$ cat config.mk
export PLATFORM = sky130hd
export DESIGN_NAME = adc_stream_ser
export DESIGN_NICKNAME = d
export VERILOG_FILES = /design/src/rtl/adc_ser_pkg.sv /design/src/rtl/adc_ser_bitbuf.sv /design/src/rtl/adc_ser_modectl.sv /design/src/rtl/adc_ser_shifter.sv /design/src/rtl/adc_stream_ser.sv
export SDC_FILE = /design/constraint.sdc
export NUM_CORES = 1
export LEC_CHECK = 0
export BUFFER_PORTS_ARGS = -buffer_cell sky130_fd_sc_hd__buf_4
export CORE_MARGIN = 8
export CORE_UTILIZATION = 45
export CTS_CLUSTER_DIAMETER = 30
export DETAILED_ROUTE_END_ITERATION = 12
export SLEW_MARGIN = 20
export SYNTH_ARGS = -nofsm -noshare
export SYNTH_HDL_FRONTEND = slang
export SYNTH_HIERARCHICAL = 1
export SYNTH_SLANG_ARGS = --single-unit
$ cat constraint.sdc
create_clock -name clk -period 5.2 [get_ports clk]
set_input_delay 0.78 -clock clk [delete_from_list [all_inputs] [get_ports clk]]
set_output_delay 0.78 -clock clk [all_outputs]
set_load 0.01 [all_outputs]
$ cat src/rtl/adc_ser_pkg.sv
package adc_ser_pkg;

  typedef enum logic [1:0] {
    ENG_IDLE,
    ENG_LOW,
    ENG_HIGH,
    ENG_GAP
  } eng_state_t;

  typedef enum logic {
    MODE_RAW    = 1'b0,
    MODE_PACKED = 1'b1
  } ser_mode_t;

  // Zero bits needed to close a partial packed group of 'count' samples
  function automatic int pad_for(input int count, input int sample_w, input int word_w);
    int used;
    used = count * sample_w;
    return (word_w - (used % word_w)) % word_w;
  endfunction

endpackage

$ cat src/rtl/adc_ser_bitbuf.sv
module adc_ser_bitbuf #(
  parameter int SAMPLE_W = 10,
  parameter int WORD_W   = 16,
  parameter int BUF_W    = 32,
  parameter int FILL_W   = $clog2(BUF_W + 1)
) (
  input  logic                clk,
  input  logic                rst,
  input  logic                push,
  input  logic [SAMPLE_W-1:0] push_data,
  input  logic                pad_go,
  input  logic [FILL_W-1:0]   pad_len,
  input  logic                pop,
  input  logic [FILL_W-1:0]   pop_len,
  output logic [WORD_W-1:0]   buf_top,
  output logic [FILL_W-1:0]   fill,
  output logic [FILL_W-1:0]   free_bits
);

  localparam logic [FILL_W-1:0] CAP = FILL_W'(BUF_W);

  logic [BUF_W-1:0]  bits_q, bits_d, shifted, ext;
  logic [FILL_W-1:0] fill_q, fill_d, pop_amt, fill_base;

  // Oldest bit at the MSB; everything past fill_q is kept at zero
  always_comb begin
    pop_amt   = pop ? pop_len : '0;
    shifted   = bits_q << pop_amt;
    fill_base = fill_q - pop_amt;
    ext       = {push_data, {(BUF_W - SAMPLE_W){1'b0}}} >> fill_base;
    bits_d    = shifted;
    fill_d    = fill_base;
    if (push) begin
      bits_d = shifted | ext;
      fill_d = fill_base + FILL_W'(SAMPLE_W);
    end else if (pad_go) begin
      fill_d = fill_base + pad_len;
    end
  end

  always_ff @(posedge clk) begin
    if (rst) begin
      bits_q <= '0;
      fill_q <= '0;
    end else begin
      bits_q <= bits_d;
      fill_q <= fill_d;
    end
  end

  assign buf_top   = bits_q[BUF_W-1 -: WORD_W];
  assign fill      = fill_q;
  assign free_bits = CAP - fill_base;

endmodule

$ cat src/rtl/adc_ser_modectl.sv
module adc_ser_modectl
  import adc_ser_pkg::*;
#(
  parameter int SAMPLE_W = 10,
  parameter int WORD_W   = 16,
  parameter int GROUP_N  = 8,
  parameter int FILL_W   = 6
) (
  input  logic              clk,
  input  logic              rst,
  input  logic              mode_req,
  input  logic              smp_valid,
  input  logic              accept,
  input  logic [FILL_W-1:0] free_bits,
  input  logic              fill_zero,
  output ser_mode_t         mode_act,
  output logic              pad_go,
  output logic [FILL_W-1:0] pad_len
);

  localparam int CNT_W = (GROUP_N > 1) ? $clog2(GROUP_N) : 1;
  localparam logic [CNT_W-1:0] LAST = CNT_W'(GROUP_N - 1);

  ser_mode_t        mode_q;
  logic [CNT_W-1:0] count_q;
  logic             pend, switch_now;

  always_comb begin
    pad_len    = FILL_W'(pad_for(int'(count_q), SAMPLE_W, WORD_W));
    pend       = (mode_req != logic'(mode_q));
    pad_go     = pend && (mode_q == MODE_PACKED) && (count_q != '0)
                 && !smp_valid && (free_bits >= pad_len);
    switch_now = pend && (count_q == '0) && fill_zero && !smp_valid;
  end

  always_ff @(posedge clk) begin
    if (rst) begin
      mode_q  <= MODE_RAW;
      count_q <= '0;
    end else begin
      if (pad_go) begin
        count_q <= '0;
      end else if (accept && mode_q == MODE_PACKED) begin
        count_q <= (count_q == LAST) ? '0 : count_q + 1'b1;
      end
      if (switch_now) begin
        mode_q <= ser_mode_t'(mode_req);
      end
    end
  end

  assign mode_act = mode_q;

endmodule

$ cat src/rtl/adc_ser_shifter.sv
module adc_ser_shifter
  import adc_ser_pkg::*;
#(
  parameter int SAMPLE_W = 10,
  parameter int WORD_W   = 16,
  parameter int HALF_CYC = 4,
  parameter int GAP_CYC  = 8,
  parameter int FILL_W   = 6
) (
  input  logic              clk,
  input  logic              rst,
  input  ser_mode_t         mode_act,
  input  logic [FILL_W-1:0] fill,
  input  logic [WORD_W-1:0] buf_top,
  output logic              pop,
  output logic [FILL_W-1:0] pop_len,
  output logic              sclk,
  output logic              mosi,
  output logic              cs_n
);

  localparam int TMAX  = (HALF_CYC > GAP_CYC) ? HALF_CYC : GAP_CYC;
  localparam int TMR_W = $clog2(TMAX + 1);
  localparam int BL_W  = $clog2(WORD_W + 1);
  localparam logic [TMR_W-1:0] HALF_LD = TMR_W'(HALF_CYC - 1);
  localparam logic [TMR_W-1:0] GAP_LD  = TMR_W'(GAP_CYC - 1);

  eng_state_t        state_q;
  logic [WORD_W-1:0] shreg_q;
  logic [BL_W-1:0]   left_q;
  logic [TMR_W-1:0]  tmr_q;
  logic [FILL_W-1:0] chunk_len;

  always_comb begin
    chunk_len = (mode_act == MODE_PACKED) ? FILL_W'(WORD_W) : FILL_W'(SAMPLE_W);
    pop       = (state_q == ENG_IDLE) && (fill >= chunk_len);
    pop_len   = chunk_len;
  end

  always_ff @(posedge clk) begin
    if (rst) begin
      state_q <= ENG_IDLE;
      shreg_q <= '0;
      left_q  <= '0;
      tmr_q   <= '0;
      sclk    <= 1'b0;
      mosi    <= 1'b0;
      cs_n    <= 1'b1;
    end else begin
      unique case (state_q)
        ENG_IDLE: begin
          if (pop) begin
            mosi    <= buf_top[WORD_W-1];
            shreg_q <= buf_top << 1;
            left_q  <= BL_W'(chunk_len);
            cs_n    <= 1'b0;
            tmr_q   <= HALF_LD;
            state_q <= ENG_LOW;
          end
        end
        ENG_LOW: begin
          if (tmr_q == '0) begin
            sclk    <= 1'b1;
            tmr_q   <= HALF_LD;
            state_q <= ENG_HIGH;
          end else begin
            tmr_q <= tmr_q - 1'b1;
          end
        end
        ENG_HIGH: begin
          if (tmr_q == '0) begin
            sclk <= 1'b0;
            if (left_q == BL_W'(1)) begin
              cs_n    <= 1'b1;
              mosi    <= 1'b0;
              tmr_q   <= GAP_LD;
              state_q <= ENG_GAP;
            end else begin
              mosi    <= shreg_q[WORD_W-1];
              shreg_q <= shreg_q << 1;
              left_q  <= left_q - 1'b1;
              tmr_q   <= HALF_LD;
              state_q <= ENG_LOW;
            end
          end else begin
            tmr_q <= tmr_q - 1'b1;
          end
        end
        ENG_GAP: begin
          if (tmr_q == '0) begin
            state_q <= ENG_IDLE;
          end else begin
            tmr_q <= tmr_q - 1'b1;
          end
        end
        default: state_q <= ENG_IDLE;
      endcase
    end
  end

endmodule

$ cat src/rtl/adc_stream_ser.sv
module adc_stream_ser
  import adc_ser_pkg::*;
#(
  parameter int SAMPLE_W = 10,
  parameter int WORD_W   = 16,
  parameter int GROUP_N  = 8,
  parameter int BUF_W    = 32,
  parameter int HALF_CYC = 4,
  parameter int GAP_CYC  = 8
) (
  input  logic                clk,
  input  logic                rst,
  input  logic                smp_valid,
  input  logic [SAMPLE_W-1:0] smp_data,
  input  logic                pack_mode,
  output logic                sclk,
  output logic                mosi,
  output logic                cs_n,
  output logic                overflow
);

  localparam int FILL_W = $clog2(BUF_W + 1);

  ser_mode_t         mode_act;
  logic              accept, pad_go, pop;
  logic [FILL_W-1:0] pad_len, pop_len, fill, free_bits;
  logic [WORD_W-1:0] buf_top;

  assign accept = smp_valid && (free_bits >= FILL_W'(SAMPLE_W));

  adc_ser_bitbuf #(
    .SAMPLE_W(SAMPLE_W), .WORD_W(WORD_W), .BUF_W(BUF_W), .FILL_W(FILL_W)
  ) u_buf (
    .clk(clk), .rst(rst),
    .push(accept), .push_data(smp_data),
    .pad_go(pad_go), .pad_len(pad_len),
    .pop(pop), .pop_len(pop_len),
    .buf_top(buf_top), .fill(fill), .free_bits(free_bits)
  );

  adc_ser_modectl #(
    .SAMPLE_W(SAMPLE_W), .WORD_W(WORD_W), .GROUP_N(GROUP_N), .FILL_W(FILL_W)
  ) u_mode (
    .clk(clk), .rst(rst),
    .mode_req(pack_mode), .smp_valid(smp_valid), .accept(accept),
    .free_bits(free_bits), .fill_zero(fill == '0),
    .mode_act(mode_act), .pad_go(pad_go), .pad_len(pad_len)
  );

  adc_ser_shifter #(
    .SAMPLE_W(SAMPLE_W), .WORD_W(WORD_W), .HALF_CYC(HALF_CYC),
    .GAP_CYC(GAP_CYC), .FILL_W(FILL_W)
  ) u_shift (
    .clk(clk), .rst(rst),
    .mode_act(mode_act), .fill(fill), .buf_top(buf_top),
    .pop(pop), .pop_len(pop_len),
    .sclk(sclk), .mosi(mosi), .cs_n(cs_n)
  );

  always_ff @(posedge clk) begin
    if (rst) begin
      overflow <= 1'b0;
    end else if (smp_valid && !accept) begin
      overflow <= 1'b1;
    end
  end

endmodule

======== Word level (Yosys, flattened, before mapping) ========
Cells that the tools add are included.
operators by class
  add/subtract/negate cells ............... 8
  $mul .................................... 1
  $lt $le $gt $ge ......................... 3
  equality and inequality tests ........... 13
  shifts and indexed selects .............. 2
  muxes and demuxes ....................... 37
  bitwise gates (word level) .............. 3
  reduce and logical (&&, ||, !) cells .... 29
operators by type and width
  cell                                                                     count
  16-bit two-way mux                                                       3
  32-bit two-way mux                                                       1
  32-bit OR                                                                1
  16-bit one-hot mux with 2 select lines                                   1
  32-bit by 6-bit << shifter with 32-bit output                            1
  32-bit by 6-bit >> shifter with 32-bit output                            1
  5-bit two-way mux                                                        4
  6-bit two-way mux                                                        3
  4-bit two-way mux                                                        4
  4-bit one-hot mux with 4 select lines                                    1
  6-bit >= comparator                                                      2
  4-bit AND reduction                                                      3
  1-bit logical AND                                                        11
  2-bit two-way mux                                                        5
  5-bit one-hot mux with 2 select lines                                    1
  1-bit two-way mux                                                        8
  2-bit by 1-bit inequality test with 1-bit output, second input constant  4
  2-bit one-hot mux with 4 select lines                                    1
  6-bit by 5-bit subtractor with 7-bit output, first input constant        1
  6-bit by 4-bit adder with 6-bit output, second input constant            1
  6-bit adder                                                              1
  6-bit by 4-bit >= comparator with 1-bit output, second input constant    1
  6-bit logical NOT                                                        1
  3-bit two-way mux                                                        2
  other kinds (26)                                                         34
storage, ports and cells
  register bits after elaboration ......... 73
  bits of input ports ..................... 14
  output and inout port bits .............. 4
  logic and storage cells ................. 108

======== Longest topological paths before layout ========
Gate-level depths: netlist of run 1.
  depth after elaboration ................. 10
  mapped depth ............................ 29
  gate-level depth less buffers ........... 25

======== Hierarchy ========
The synthesis of run 1 kept the hierarchy.
modules (own cells, without submodules)
  module           times used  cells an instance  area an instance (um^2)  seq. area each (um^2)
  adc_ser_bitbuf   1           577                4574.4                   760.7
  adc_ser_shifter  1           202                1710.4                   580.6
  adc_ser_modectl  1           43                 394.1                    80.1
  adc_stream_ser   1           8                  83.8                     20.0

======== Least setup slack after synthesis of run 1 ========
No wires, ideal clock.
  kind .................................... register to register
  start ................................... register u_mode.mode_q (netlist: u_mode/mode_act)
  end ..................................... register u_buf.fill_q[5] (netlist: u_buf/fill[5])
  library setup time ...................... 0.121 ns
  arrival time ............................ 5.560 ns
  data required time ...................... 5.079 ns
  path slack .............................. -0.481 ns
  cell stages (with the launch flop) ...... 29
  path buffers ............................ 5
  cell sequence ........................... dfxtp_1 inv_1 ha_1 nand2b_1 a32oi_2 nand2_1 inv_2 buf_4 and2_1 inv_1 buf_2 fa_1 xor2_1 inv_1 clkbuf_1 clkbuf_1 ha_1 nand2_1 xnor2_1 ha_1 nand2_1 a21o_1 a21oi_2 clkbuf_1 nand2b_1 nor3b_1 mux2i_1 nand3_1 mux2_2
between the ends
  cells in the longest elaborated chain, start to end .. 10
  elaborated cells on any way between the ends .. 18
ends and longest elaborated chain
  item                    RTL line               source
  from (decl)             adc_ser_modectl.sv:24  ser_mode_t mode_q;
  from (signal assigned)  adc_ser_modectl.sv:47  mode_q <= ser_mode_t'(mode_req);
  5-bit two-way mux       adc_ser_shifter.sv:35  chunk_len = (mode_act == MODE_PACKED) ? FILL_W'(WORD_W) : FILL_W'(SAMPLE_W);
  named net pop_len[1]    adc_stream_ser.sv:26   logic [FILL_W-1:0] pad_len, pop_len, fill, free_bits;
  6-bit >= comparator     adc_ser_shifter.sv:36  pop = (state_q == ENG_IDLE) && (fill >= chunk_len);
  1-bit logical AND       adc_ser_shifter.sv:36
  named net pop           adc_stream_ser.sv:25   logic accept, pad_go, pop;
  6-bit two-way mux       adc_ser_bitbuf.sv:27   pop_amt = pop ? pop_len : '0;
  6-bit subtractor        adc_ser_bitbuf.sv:29   fill_base = fill_q - pop_amt;
  6-bit subtractor        adc_ser_bitbuf.sv:53   assign free_bits = CAP - fill_base;
  named net free_bits[3]  adc_stream_ser.sv:26
  6-bit >= comparator     adc_ser_modectl.sv:32  && !smp_valid && (free_bits >= pad_len);
  1-bit logical AND       adc_ser_modectl.sv:32
  named net pad_go        adc_stream_ser.sv:25
  6-bit two-way mux       adc_ser_bitbuf.sv:36   end else if (pad_go) begin
  6-bit two-way mux       adc_ser_bitbuf.sv:33   if (push) begin
  to (signal assigned)    adc_ser_bitbuf.sv:47   fill_q <= fill_d;
  to (decl)               adc_ser_bitbuf.sv:23   logic [FILL_W-1:0] fill_q, fill_d, pop_amt, fill_base;
The timed path passes the listed nets, and every way through them passes these cells.
A chain may end at the register's enable or synchronous reset.

======== Worst setup path after layout of run 1 ========
  start ................................... register u_mode.mode_q (netlist: u_mode/mode_act)
  end ..................................... register u_buf.fill_q[5] (netlist: u_buf/fill[5])
between the ends
  cells in the longest elaborated chain, start to end .. 10
  elaborated cells on any way between the ends .. 18
ends and longest elaborated chain
  item                    RTL line
  5-bit two-way mux       adc_ser_shifter.sv:35
  6-bit >= comparator     adc_ser_shifter.sv:36
  1-bit logical AND       adc_ser_shifter.sv:36
  named net pop           adc_stream_ser.sv:25
  6-bit two-way mux       adc_ser_bitbuf.sv:27
  6-bit subtractor        adc_ser_bitbuf.sv:29
  6-bit subtractor        adc_ser_bitbuf.sv:53
  named net free_bits[3]  adc_stream_ser.sv:26
  6-bit >= comparator     adc_ser_modectl.sv:32
  1-bit logical AND       adc_ser_modectl.sv:32
  named net pad_go        adc_stream_ser.sv:25
  6-bit two-way mux       adc_ser_bitbuf.sv:36
  6-bit two-way mux       adc_ser_bitbuf.sv:33
The timed path passes the listed nets, and every way through them passes these cells.

==> results of run 1 <==
-- cell usage in the layout (no fill, tap or decap), types with 4 or more instances in the layout --
| cell | Yosys | layout |
|---|---|---|
| mux4_2 | 18 | 18 |
| nor2_1 | 63 | 63 |
| nand2b_1 | 8 | 8 |
| o21ai_1 | 7 | 7 |
| mux2i_1 | 55 | 55 |
| o31ai_1 | 4 | 4 |
| o22a_1 | 6 | 6 |
| nand4_1 | 4 | 4 |
| o21a_1 | 4 | 4 |
| nand2_1 | 93 | 93 |
| o32ai_1 | 4 | 4 |
| mux2_2 | 8 | 8 |
| a21oi_1 | 47 | 46 |
| o221ai_1 | 4 | 4 |
| a21oi_2 | 3 | 4 |
| and3_1 | 4 | 4 |
| a221oi_1 | 5 | 5 |
| nor3_1 | 23 | 23 |
| clkbuf_16 | 0 | 9 |
| dfxtp_1 | 72 | 72 |
| a21o_1 | 11 | 11 |
| buf_4 | 31 | 38 |
| a22o_1 | 4 | 4 |
| a32oi_1 | 7 | 7 |
| nand3b_1 | 4 | 4 |
| o21ai_0 | 30 | 30 |
| o22ai_1 | 8 | 8 |
| a22oi_1 | 15 | 15 |
| nand3_1 | 23 | 23 |
| inv_1 | 28 | 28 |
| nor2b_1 | 5 | 5 |
| o2111ai_1 | 4 | 4 |
| ha_1 | 27 | 27 |
| o211ai_1 | 15 | 15 |
| a211oi_1 | 26 | 26 |
| conb_1 | 2 | 6 |
| a311oi_1 | 13 | 13 |
| a31oi_1 | 7 | 7 |
| xnor2_1 | 12 | 11 |
-- metrics by stage --
| step | instances | instance area [um^2] | hold WS (ns) |
|---|---|---|---|
| finish | 992 | 7130 | 0.478 |
| global route | 992 | 7130 | 0.507 |
| CTS | 989 | 7090 | 0.483 |
| detailed placement | 973 | 6810 | 0.473 |
| global placement | 973 | 6810 | 0.467 |
| floorplan | 834 | 6800 | 0.453 |
-- layer usage --
metal	part of all wire (%)	track usage (%)
met1	46	28.9
met2	45	32.9
met3	6.9	3.25
met4	2.1	7.95
met5	0	0
-- logic make-up (layout without fill, tap and decap cells) --
family / after synthesis / after routing / synth area share, %
flip-flops: 72 / 72 / 21.3
other: 2 / 6 / 0.111
AND/OR/NAND/NOR: 259 / 259 / 18.9
XOR/XNOR: 16 / 16 / 2.18
adder cells (fa/ha/maj): 29 / 29 / 5.59
multiplexers: 81 / 81 / 15.5
buffers and inverters: 117 / 87 / 9.03
AO/OA/AOI/OAI: 254 / 254 / 27.4
-- critical path, delay by kind of cell, from the launching register on --
kind | cells | cell delay, ns
muxes | 2 | 0.43
adders and majority gates | 4 | 1.24
DFF | 1 | 0.36
and+or+nand+nor | 8 | 1.49
AOI/OAI and AO/OA | 3 | 0.48
xor gates and xnor gates | 1 | 0.20
buffers and inverters | 4 | 0.54
-- cells in the mapped netlist, drive strengths merged, types with 5 or more instances --
library cell | instances | area [um^2]
mux2i | 55 | 551
a32oi | 8 | 77.6
buf | 62 | 402
ha | 27 | 338
a221oi | 6 | 58.8
o22ai | 9 | 62.6
nor3 | 25 | 141
a211oi | 26 | 195
o21ai | 38 | 194
nand2 | 94 | 355
mux2 | 8 | 90.1
a31oi | 7 | 43.8
a21o | 11 | 82.6
a21oi | 50 | 262
a22oi | 15 | 113
o211ai | 15 | 113
clkbuf | 23 | 86.3
nand3 | 24 | 133
mux4 | 18 | 405
nand2b | 9 | 63.8
dfxtp | 72 | 1440
a311oi | 14 | 129
xnor2 | 12 | 105
inv | 32 | 123
o22a | 6 | 52.6
nor2b | 5 | 31.3
nor2 | 64 | 243
-- cell type report --
| cell class | count | area (um^2) |
|---|---|---|
| sequential | 72 | 1440 |
| inverter | 32 | 123 |
| clock buffer | 10 | 229 |
| multi-input combinational | 645 | 4750 |
| tap | 188 | 235 |
| fill | 1424 | 7790 |
| timing repair buffer | 39 | 305 |
| clock inverter | 6 | 42.5 |
-- sequential cells by signal, indices dropped and copies added, names as in the netlist, 2 cells and up --
signal           flops
u_shift/tmr_q        4
u_mode/count_q       3
u_buf/bits_q        32
u_shift/left_q       5
u_buf/fill           6
u_shift/state_q      2
u_shift/shreg_q     15
-- what timing repair did --
action / CTS / global route
setup buffers: 0 / 3
setup endpoints to repair: 0 / 32
gates resized for setup: 0 / 2
-- how the worst max path moves through the flow --
stage / startpoint / end / slack (ns) / depth (start not counted)
after detailed placement: u_mode/mode_act / u_buf/fill[5] / 0.23 / 21
after floorplan: u_mode/mode_act / u_buf/fill[5] / 0.005 / 28
after CTS: u_mode/mode_act / u_buf/bits_q[20] / 0.15 / 21
after global routing: u_mode/mode_act / u_buf/fill[5] / 0.02 / 21
after global placement: u_mode/mode_act / u_buf/fill[5] / 0.41 / 20
final: u_mode/mode_act / u_buf/fill[5] / 0.33 / 22
==> results.sh, run 1 <==
export IMPL_ys_flop_type="dfxtp_1"
export IMPL_crit_slowest_cell="fa_1"
export IMPL_holdBufCountCts=0
export IMPL_crit_chain="buf_4 > ha_1 > nor4_2 > a32oi_4 > nand2_1 > inv_2 > and2_2 > inv_1 > fa_1 > inv_1 > ha_1 > nand2_1 > xnor2_1 > ha_1 > nand2_1 > a21o_1 > a21oi_2 > nand2b_1 > nor3b_1 > mux2i_1 > nand3_1 > mux2_2"
export IMPL_tightest_slew_ns=1.01
export IMPL_worstPathRequired_ns=5.44
export IMPL_cts_buffers=9
export IMPL_track_usage_pct=21.2
export IMPL_grt_overflow_total=0
export IMPL_grt_pass1_wl_mm=33.8
export IMPL_syn2layout_area_growth_pct=5.37
export IMPL_cp_max_fo=11
export IMPL_maxCapViolCount=0
export IMPL_diodes=0
export IMPL_grt_pass1_vias=6228
export IMPL_dieHeight_um=139
export IMPL_io_buffers=17
export IMPL_status="finished clean"
export IMPL_hp_start="u_shift/shreg_q[4]"
export IMPL_synth_area_per_cell_um2=8.15
export IMPL_initialDrtViolationCount=918
export IMPL_r2r_end="u_buf/fill[5]"
export IMPL_setup_tns_ns=0
export IMPL_htree_levels=3
export IMPL_die_w_um=139
export IMPL_slew_headroom_pct=32.4
export IMPL_slew_violations=0
export IMPL_drt_wl_total_mm=21.2
export IMPL_async_reset_ff_share_pct=0
export IMPL_rsz0062_at_grt="no"
export IMPL_cp_start_kind="flop"
export IMPL_netlist_area_mm2=0.00676
export IMPL_fin_nets=842
export IMPL_critPathKind="reg -> reg"
export IMPL_grt_max_degree=66
export IMPL_synth_cells=830
export IMPL_synth_edff_count=0
export IMPL_period_needed_ns=4.87
export IMPL_yosys_warnings=6
export IMPL_core_mm2=0.0149
export IMPL_die_area_mm2=0.0192
export IMPL_cp_slowest_stage_delay_ns=0.48
export IMPL_wire_per_inst_um=21.3
export IMPL_fin_crit_sh_pct=93.6
export IMPL_skew_ns=0.0111
export IMPL_start_util_pct=45.3
export IMPL_r2r_slack_ns=0.33
export IMPL_routed_via_density=6.50
export IMPL_yosysUniqueCellTypes=91
export IMPL_drt_first_pass_iters=6
export IMPL_drc=0
export IMPL_num_rows=45
export IMPL_gp_congestion=0.958
export IMPL_clock_sinks=72
export IMPL_worst_slack_ns=0.331
export IMPL_post_dp_hpwl_mm=15.5
export IMPL_grt_antenna_before_repair=0
export IMPL_final_hold_viol_count=0
export IMPL_vias=6452
export IMPL_place_ws_ns=0.228
export IMPL_cp_data_arrival_time_ns=5.11
export IMPL_finalSetupViolCount=0
export IMPL_r2r_cells=22
export IMPL_hp_class="reg -> reg"
export IMPL_yosysSeqAreaShare_pct=21.3
export IMPL_synth_seq_cells=72
export IMPL_io_pins=18
export IMPL_hold_depth=2
export IMPL_cts_root_buffer="clkbuf_16"
export IMPL_fin_util_pct=47.8
export IMPL_drive_gt1_share_pct=14.4
export IMPL_insertion_delay_ns=0.35
export IMPL_final_antenna_net_count=0
export IMPL_timing_rr_start="u_mode/mode_act"
export IMPL_max_freq_mhz=205
export IMPL_whs_endpoint="u_shift/shreg_q[4]"
export IMPL_cts_buffer_depth=2
export IMPL_critPathCaptureType="flop"
export IMPL_clk_pin_slew_ns=0.06
export IMPL_cts_tree="done"
Power of run 1 is left out: the tool's default activity adds up to more than one toggle a clock period on the data nets, which glitch-free logic cannot reach.
==> inputs of run 2 (changes only) <==
PLACE_DENSITY_LB_ADDON = 0.12   (was unset)
==> results.sh, run 2 (synthesis results as in run 1) <==
export IMPL_status="finished clean"
export IMPL_worstPathRequired_ns=5.44
export IMPL_tightest_slew_ns=0.868
export IMPL_diodes=0
export IMPL_finalSetupViolCount=0
export IMPL_place_inst=973
export IMPL_vias=6485
export IMPL_max_freq_mhz=206
export IMPL_crit_slowest_cell="fa_1"
export IMPL_track_usage_pct=21.8
export IMPL_slew_headroom_pct=41.9
export IMPL_drt_first_pass_iters=7
export IMPL_maxCapViolCount=0
export IMPL_cp_data_arrival_time_ns=5.09
export IMPL_grt_max_degree=66
export IMPL_die_area_mm2=0.0192
export IMPL_num_rows=45
export IMPL_period_needed_ns=4.85
export IMPL_clock_sinks=72
export IMPL_final_hold_viol_count=0
export IMPL_final_antenna_net_count=0
export IMPL_grt_pass1_vias=6125
export IMPL_cts_buffers=9
export IMPL_core_mm2=0.0149
export IMPL_grt_overflow_total=0
export IMPL_postCtsSetupBuffers=0
export IMPL_cts_tree="done"
export IMPL_rsz0062_at_grt="no"
export IMPL_gp_congestion=0.944
export IMPL_routed_via_density=6.56
export IMPL_io_pins=18
export IMPL_grt_pass1_wl_mm=34.4
export IMPL_layout_commonest_cell="nand2_1"
export IMPL_slew_violations=0
export IMPL_initialDrtViolationCount=735
export IMPL_fin_crit_sh_pct=93.3
export IMPL_fin_nets=839
export IMPL_drive_gt1_share_pct=14.0
export IMPL_skew_ns=0.0128
export IMPL_cp_slowest_stage_delay_ns=0.51
export IMPL_drc=0
export IMPL_setup_tns_ns=0
export IMPL_critPathKind="reg -> reg"
export IMPL_io_buffers=17
export IMPL_insertion_delay_ns=0.34
export IMPL_grt_antenna_before_repair=0
export IMPL_top_register="u_buf/bits_q"
export IMPL_cts_resized=0
export IMPL_clk_pin_slew_ns=0.07
export IMPL_die_w_um=139
export IMPL_drt_wl_total_mm=21.7
export IMPL_cp_start_kind="flop"
export IMPL_largest_reg_flops=32
export IMPL_final_cell_mix="nand2_1, dfxtp_1, nor2_1"
export IMPL_stdcell_count=989
export IMPL_syn2layout_area_growth_pct=4.79
export IMPL_start_util_pct=45.3
export IMPL_wire_per_inst_um=21.9
export IMPL_crit_chain="inv_1 > ha_1 > nand2b_1 > a32oi_4 > nand2_1 > inv_2 > and2_2 > inv_1 > fa_1 > inv_1 > ha_1 > nand2_1 > xnor2_1 > ha_1 > nand2_1 > a21o_1 > a21oi_2 > nand2b_1 > nor3b_1 > mux2i_1 > nand3_1 > mux2_2"
export IMPL_cts_buffer_depth=2
export IMPL_holdBufCountCts=0
export IMPL_hp_class="reg -> reg"
export IMPL_cts_root_buffer="clkbuf_16"
export IMPL_critPathCaptureType="flop"
export IMPL_dieHeight_um=139
export IMPL_cp_max_fo=11
export IMPL_post_dp_hpwl_mm=16.0
export IMPL_htree_levels=3
[run 2: worst max-delay path: cells and delay by family, from the launching register on]
family / cells / cell delay, ns
AO/OA/AOI/OAI: 3 / 0.51
XOR/XNOR: 1 / 0.21
adder cells (fa/ha/maj): 4 / 1.37
buffers and inverters: 4 / 0.57
flip-flops: 1 / 0.44
multiplexers: 2 / 0.43
AND/OR/NAND/NOR: 8 / 1.20
[run 2: worst paths after layout]
check / start / to / slack [ns] / cells past startpoint
worst max-delay path: u_mode/mode_act / u_buf/fill[5] / 0.35 / 22
worst min-delay path: u_shift/shreg_q[4] / u_shift/shreg_q[4] / 0.48 / 2
worst max register to register: u_mode/mode_act / u_buf/fill[5] / 0.35 / 22
worst min register to register: u_shift/shreg_q[4] / u_shift/shreg_q[4] / 0.48 / 2
[run 2: layout make-up]
class	count	area, um^2
Multi-Input combinational cell	645	4750
Fill cell	1486	7830
Inverter	32	123
Sequential cell	72	1440
Clock buffer	10	229
Tap cell	188	235
Timing Repair Buffer	36	270
Clock inverter	6	42.5
[run 2: per-layer routing]
metal	share of wire, %	vias to the layer above	global-route usage [%]
li1	-	3042	-
met1	46	3121	30.6
met2	44	288	33.0
met3	6.9	34	3.63
met4	2.4	0	7.55
met5	0	-	0
[run 2: stage by stage]
| stage | setup slack, ns | utilization, % | hold slack (ns) | cell area (um^2) |
|---|---|---|---|---|
| floorplan | 0.00457 | - | 0.453 | 6800 |
| global placement | 0.473 | 45.7 | 0.468 | 6810 |
| detailed placement | 0.239 | 45.7 | 0.467 | 6810 |
| CTS | 0.213 | 47.5 | 0.478 | 7090 |
| global route | 0.0248 | 47.5 | 0.504 | 7090 |
| finish | 0.350 | 47.5 | 0.478 | 7090 |
Power of run 2 is left out for the same reason.
